## config.mk

```make
export PLATFORM = sky130hd
export DESIGN_NAME = lpm_ctrl
export DESIGN_NICKNAME = d
export VERILOG_FILES = /design/src/rtl/lpm_pkg.sv /design/src/rtl/lpm_ctrl_reg.sv /design/src/rtl/lpm_wake_timer.sv /design/src/rtl/lpm_fsm.sv /design/src/rtl/lpm_pin_mux.sv /design/src/rtl/lpm_ctrl.sv
export SDC_FILE = /design/constraint.sdc
export NUM_CORES = 1
export LEC_CHECK = 0
export ABC_AREA = 1
export CAP_MARGIN = 20
export CORE_UTILIZATION = 26
export DETAILED_ROUTE_END_ITERATION = 8
export DONT_BUFFER_PORTS = 1
export HOLD_SLACK_MARGIN = 0.12
export PLACE_DENSITY = 0.49
export SLEW_MARGIN = 5
export SYNTH_ARGS = -nofsm -noshare
export SYNTH_HDL_FRONTEND = slang
export SYNTH_HIERARCHICAL = 1
export SYNTH_SLANG_ARGS = --single-unit
```

## constraint.sdc

```tcl
create_clock -name clk -period 2.8 [get_ports clk]
set_input_delay 0.42 -clock clk [delete_from_list [all_inputs] [get_ports clk]]
set_output_delay 0.42 -clock clk [all_outputs]
set_load 0.05 [all_outputs]
```

## src/rtl/lpm_pkg.sv

```systemverilog
package lpm_pkg;
  typedef enum logic [1:0] {
    ST_RUN  = 2'd0,
    ST_IDLE = 2'd1,
    ST_PD   = 2'd2,
    ST_WAKE = 2'd3
  } lpm_state_t;

  localparam int IDLE_BIT = 0;
  localparam int PD_BIT   = 1;
endpackage

```

## src/rtl/lpm_ctrl_reg.sv

```systemverilog
module lpm_ctrl_reg
  import lpm_pkg::*;
#(
  parameter int DW = 8
) (
  input  logic          clk,
  input  logic          rst_n,
  input  logic          wr_en,
  input  logic [DW-1:0] wr_data,
  input  logic          wr_allow,
  input  logic          clr,
  output logic          idle_q,
  output logic          pd_q,
  output logic [DW-1:0] rd_data
);
  always_ff @(posedge clk or negedge rst_n) begin
    if (!rst_n) begin
      idle_q <= 1'b0;
      pd_q   <= 1'b0;
    end else if (clr) begin
      idle_q <= 1'b0;
      pd_q   <= 1'b0;
    end else if (wr_en && wr_allow) begin
      // deep sleep wins a same-write conflict
      pd_q   <= wr_data[PD_BIT];
      idle_q <= wr_data[IDLE_BIT] & ~wr_data[PD_BIT];
    end
  end

  always_comb begin
    rd_data           = '0;
    rd_data[IDLE_BIT] = idle_q;
    rd_data[PD_BIT]   = pd_q;
  end

  assert_pd_wins_R2: assert property (@(posedge clk) disable iff (!rst_n)
    (wr_en && wr_allow && !clr && wr_data[PD_BIT]) |=> (pd_q && !idle_q));
endmodule

```

## src/rtl/lpm_wake_timer.sv

```systemverilog
module lpm_wake_timer #(
  parameter int CYCLES = 9892
) (
  input  logic clk,
  input  logic rst_n,
  input  logic run_i,
  output logic done_o
);
  localparam int CW = (CYCLES > 1) ? $clog2(CYCLES) : 1;
  localparam logic [CW-1:0] LAST = CW'(CYCLES - 1);

  logic [CW-1:0] cnt;

  always_ff @(posedge clk or negedge rst_n) begin
    if (!rst_n)     cnt <= '0;
    else if (!run_i) cnt <= '0;
    else if (cnt != LAST) cnt <= cnt + 1'b1;
  end

  assign done_o = run_i && (cnt == LAST);

  assert_cnt_bound_R6: assert property (@(posedge clk) disable iff (!rst_n)
    (run_i && cnt != LAST) |=> (!run_i || cnt == $past(cnt) + 1'b1));
endmodule

```

## src/rtl/lpm_fsm.sv

```systemverilog
module lpm_fsm
  import lpm_pkg::*;
#(
  parameter int WAKE_CYCLES = 9892
) (
  input  logic       clk,
  input  logic       rst_n,
  input  logic       idle_q,
  input  logic       pd_q,
  input  logic       periph_irq,
  input  logic       ext_irq,
  input  logic       ext_en,
  input  logic       ext_level,
  output lpm_state_t state_o,
  output logic       clr_o
);
  lpm_state_t state, nxt;
  logic wake_done, idle_wake, pd_wake;

  assign idle_wake = periph_irq || (ext_irq && ext_en);
  assign pd_wake   = ext_irq && ext_en && ext_level;

  lpm_wake_timer #(.CYCLES(WAKE_CYCLES)) u_timer (
    .clk   (clk),
    .rst_n (rst_n),
    .run_i (state == ST_WAKE),
    .done_o(wake_done)
  );

  always_comb begin
    nxt   = state;
    clr_o = 1'b0;
    unique case (state)
      ST_RUN:  if (pd_q) nxt = ST_PD;
               else if (idle_q) nxt = ST_IDLE;
      ST_IDLE: if (idle_wake) begin nxt = ST_RUN; clr_o = 1'b1; end
      ST_PD:   if (pd_wake) nxt = ST_WAKE;
      ST_WAKE: if (wake_done) begin nxt = ST_RUN; clr_o = 1'b1; end
      default: nxt = ST_RUN;
    endcase
  end

  always_ff @(posedge clk or negedge rst_n) begin
    if (!rst_n) state <= ST_RUN;
    else        state <= nxt;
  end

  assign state_o = state;

  assert_pd_hold_R5: assert property (@(posedge clk) disable iff (!rst_n)
    (state == ST_PD && !(ext_irq && ext_en && ext_level)) |=> state == ST_PD);
  assert_wake_hold_R6: assert property (@(posedge clk) disable iff (!rst_n)
    (state == ST_WAKE && !wake_done) |=> state == ST_WAKE);
  assert_idle_exit_R4: assert property (@(posedge clk) disable iff (!rst_n)
    (state == ST_IDLE) |=> (state == ST_IDLE || state == ST_RUN));
endmodule

```

## src/rtl/lpm_pin_mux.sv

```systemverilog
module lpm_pin_mux #(
  parameter int          NPINS      = 8,
  parameter logic [NPINS-1:0] PORT_RESET = '1
) (
  input  logic             clk,
  input  logic             rst_n,
  input  logic             port_wr,
  input  logic [NPINS-1:0] port_wdata,
  input  logic [NPINS-1:0] bus_sel,
  input  logic [NPINS-1:0] bus_out,
  input  logic             sleeping,
  input  logic             cpu_ale,
  input  logic             cpu_psen_n,
  output logic [NPINS-1:0] port_q,
  output logic [NPINS-1:0] pin_out,
  output logic             ale_out,
  output logic             psen_n_out
);
  always_ff @(posedge clk or negedge rst_n) begin
    if (!rst_n)       port_q <= PORT_RESET;
    else if (port_wr) port_q <= port_wdata;
  end

  for (genvar i = 0; i < NPINS; i++) begin : g_pin
    assign pin_out[i] = (bus_sel[i] && !sleeping) ? bus_out[i] : port_q[i];
  end

  assign ale_out    = sleeping ? 1'b0 : cpu_ale;
  assign psen_n_out = sleeping ? 1'b1 : cpu_psen_n;

  assert_latch_hold_R9: assert property (@(posedge clk) disable iff (!rst_n)
    !port_wr |=> $stable(port_q));
endmodule

```

## src/rtl/lpm_ctrl.sv

```systemverilog
module lpm_ctrl
  import lpm_pkg::*;
#(
  parameter int               WAKE_CYCLES = 9892,
  parameter int               NPINS       = 8,
  parameter logic [NPINS-1:0] PORT_RESET  = '1
) (
  input  logic             clk,
  input  logic             rst_n,
  input  logic             wr_en,
  input  logic [7:0]       wr_data,
  output logic [7:0]       rd_data,
  input  logic             periph_irq,
  input  logic             ext_irq,
  input  logic             ext_en,
  input  logic             ext_level,
  output logic             exec_en,
  output logic             osc_en,
  output logic             periph_clk_en,
  output logic [1:0]       state_o,
  input  logic             cpu_ale,
  input  logic             cpu_psen_n,
  output logic             ale_out,
  output logic             psen_n_out,
  input  logic             port_wr,
  input  logic [NPINS-1:0] port_wdata,
  input  logic [NPINS-1:0] bus_sel,
  input  logic [NPINS-1:0] bus_out,
  output logic [NPINS-1:0] port_q,
  output logic [NPINS-1:0] pin_out
);
  lpm_state_t st;
  logic idle_q, pd_q, clr, running;

  assign running = (st == ST_RUN);

  lpm_ctrl_reg #(.DW(8)) u_reg (
    .clk(clk), .rst_n(rst_n), .wr_en(wr_en), .wr_data(wr_data),
    .wr_allow(running), .clr(clr), .idle_q(idle_q), .pd_q(pd_q),
    .rd_data(rd_data)
  );

  lpm_fsm #(.WAKE_CYCLES(WAKE_CYCLES)) u_fsm (
    .clk(clk), .rst_n(rst_n), .idle_q(idle_q), .pd_q(pd_q),
    .periph_irq(periph_irq), .ext_irq(ext_irq), .ext_en(ext_en),
    .ext_level(ext_level), .state_o(st), .clr_o(clr)
  );

  lpm_pin_mux #(.NPINS(NPINS), .PORT_RESET(PORT_RESET)) u_pins (
    .clk(clk), .rst_n(rst_n), .port_wr(port_wr), .port_wdata(port_wdata),
    .bus_sel(bus_sel), .bus_out(bus_out), .sleeping(!running),
    .cpu_ale(cpu_ale), .cpu_psen_n(cpu_psen_n), .port_q(port_q),
    .pin_out(pin_out), .ale_out(ale_out), .psen_n_out(psen_n_out)
  );

  assign state_o       = st;
  assign exec_en       = running;
  assign osc_en        = (st != ST_PD);
  assign periph_clk_en = (st != ST_PD);

  assert_clr_on_return_R10: assert property (@(posedge clk) disable iff (!rst_n)
    (!running && $past(!running) && running == 1'b0 && clr) |=> (running && !idle_q && !pd_q));
endmodule

```

==> out/metrics.cfg <==
[floorplan]
core_area_mm2 = 0.006495
fp-row-count = 29
pin_count = 73
die_h_um = 84.90
start_util = 0.2751
die_w_um = 84.90
fp.dieArea_mm2 = 0.007207

[cts]
insertion_delay_ps = 270
cts_setup_buffers = 0
clkSinkCount = 26
cts_root_buffer = clkbuf_8
cts_buffer_depth = 2
cts_made_buffers = 3
cts_hold_buf = 2
cts_resized = 0
htree_levels = 1
cts_tree = built
cts.clk_slew.worst_paths_ps = 90

[placement]
dp_cells = 347
place.gp.congestion = 0.7800
hpwl_um = 2800
port_buffers = 0

[routing]
drtIter0Drc = 105
via_per_inst = 4.380
drtPass1Iterations = 6
drt-wirelength-per-cell_um = 10.32
route.detailed.drc = 10
route.vias.total = 1546
routed_wl_um = 3642
ant_nets = 0

[run]
max_cap_violations = 0

[yosys]
synth_top_flop_cell = dfrtp_1
synth-seq-area-share = 0.3697
syn_inst = 273
synth_edf_count = 0
ys_ff_latch = 26
synth_area_per_cell_um2 = 6.545
synth_cell_types = 23
async_flop_share = 1.000
yosysWarnings = 6
syn-cell-area_mm2 = 0.001787
synth.most_common_cell = nand2_1
synth_top_cells_by_count = nand2_1, nor2_1, inv_1, nand3_1, dfrtp_1
yosys.area.top_type = dfrtp_1
yosysTopAreaCellShare = 0.2521
ys_top_cells_by_area = dfrtp_1, nand2_1, dfstp_2, nor2_1, inv_1

[timing]
hold_viol_final = 0
drv_slew = 0
period_share = 0.7780
timing.final.crit_period_ps = 2178
setup_viol = 0
tns_ps = 0
worstMarginPinSlew_ps = 552.4
rsz0062_at_grt = false
timing.fmax_mhz = 459.1
finClkSkew_ps = 5.726
max_slew_margin = 0.6317

[critical_path]
cpMostUsedCell = nand2_1
cp_cell_sequence = buf_4 > inv_1 > nand2_1 > inv_2 > nand3_1 > nand2_1
cp-start-kind = flip-flop
worstPathRequired_ps = 2380
cp-end-kind = output pin
cp.buffers_inverters = 3
crit_type = reg -> out
critPathArrivalTime_ps = 1760
cp_slowest_cell = dfrtp_1
max_stage_delay_ps = 420
worstPathMaxFanout = 16
cpLargestDelayFamily = simple AND/OR/NAND/NOR gates

[min_path]
worstHoldPathType = in -> reg

[grt]
grt_pass1_wl_um = 6141
antenna_found_initial = 0
grt_pass1_vias = 1445
grt_overflow = 0
grt_usage = 0.1077
grt_max_degree = 27

[final_layout]
stdcell_count = 353
drive_above_1_share = 0.1268
antenna_cells = 0
syn2layout_area_growth_pct = 6.232
layout.nets = 320

[run_status]
outcome = finished, violations left
failed_checks = DRC

[power]
leakage_nw = 0.8999
peakVddDrop_mv = 0.2518
p_per_area_mw_per_mm2 = 776.9

-- metrics by stage --
step / total power, W / utilization / worst slack, ps / hold WS, ps / instance area [µm²]
3_5_place_dp: 0.001259 / 0.2807 / 925.3 / 125.6 / 1823
2_1_floorplan: 0.001213 / - / 873.3 / 124.4 / 1805
3_3_place_gp: 0.001256 / 0.2807 / 941.9 / 125.6 / 1823
6_report: 0.001475 / 0.2922 / 621.7 / 223.2 / 1898
5_1_grt: 0.001590 / 0.2922 / 465.3 / 231.7 / 1898
4_1_cts: 0.001501 / 0.2922 / 601.4 / 216.1 / 1898
-- state kept, by name, indices dropped and copies added, names as in the netlist --
signal	count
u_fsm/u_timer/cnt	14
u_reg/pd_q	1
u_reg/idle_q	1
u_fsm/state_o	2
u_pins/port_q	8
-- layout by cell type, fill, tap and decap left out, drive strengths merged --
cell / instances
nor3: 4
nand4: 2
dfrtp: 18
buf: 7
o21ai: 15
inv: 42
or2: 1
nand2: 86
nor2: 45
a21oi: 7
xor2: 1
clkbuf: 4
dlygate4sd3: 1
conb: 6
ha: 1
nand3: 28
dfstp: 8
-- power by group --
| part | switching, W | internal, W | total, W |
|---|---|---|---|
| combinational | 0.000508 | 0.000165 | 0.000673 |
| clock | 0.000117 | 0.000102 | 0.000218 |
| sequential | 0.000149 | 0.000434 | 0.000583 |
| total | 0.000773 | 0.000701 | 0.00147 |
-- cells by family after synthesis --
kind of cell               count (synthesis)  share of synthesized area
other                                      1                   0.002099
DFF                                       26                     0.3697
xor gates and xnor gates                   1                   0.004903
and+or+nand+nor                          166                     0.3950
adders and majority gates                  1                   0.007002
AOI/OAI and AO/OA                         22                    0.06373
buffers and inverters                     56                     0.1576
-- metal layers --
layer	wire length, µm	share of wire	up-vias	global-route usage
met5	0	0	-	0
met4	61	0.017	0	0.04160
met3	237	0.065	4	0.01654
met2	1602	0.44	63	0.1877
met1	1741	0.48	647	0.1344
li1	-	-	832	-
-- area by class of cell --
class	count	area [µm²]
fillers	713	4597
multi-input cells	196	863.3
flip-flops and latches	26	660.6
inverters	42	157.7
well taps	77	96.34
repair buffers	8	75.07
clock buffers	4	45.04
-- final timing paths --
kind                                                      to  depth (start not counted)  slack [ps]                               from
max                                               pin_out[0]                          6         620       u_fsm/state_o[1]$_DFFE_PN0P_
min                             u_pins/port_q[7]$_DFFE_PN1P_                          1         220                            port_wr
max reg2reg                     u_fsm/state_o[0]$_DFFE_PN0P_                         10        1030   u_fsm/u_timer/cnt[0]$_DFFE_PN0P_
min reg2reg                u_fsm/u_timer/cnt[13]$_DFFE_PN0P_                          2         560  u_fsm/u_timer/cnt[13]$_DFFE_PN0P_
max in group asynchronous       u_pins/port_q[4]$_DFFE_PN1P_                          2        1990                              rst_n
min in group asynchronous   u_fsm/u_timer/cnt[8]$_DFFE_PN0P_                          2         570                              rst_n
No activity file was read; power rests on OpenSTA's default activity.
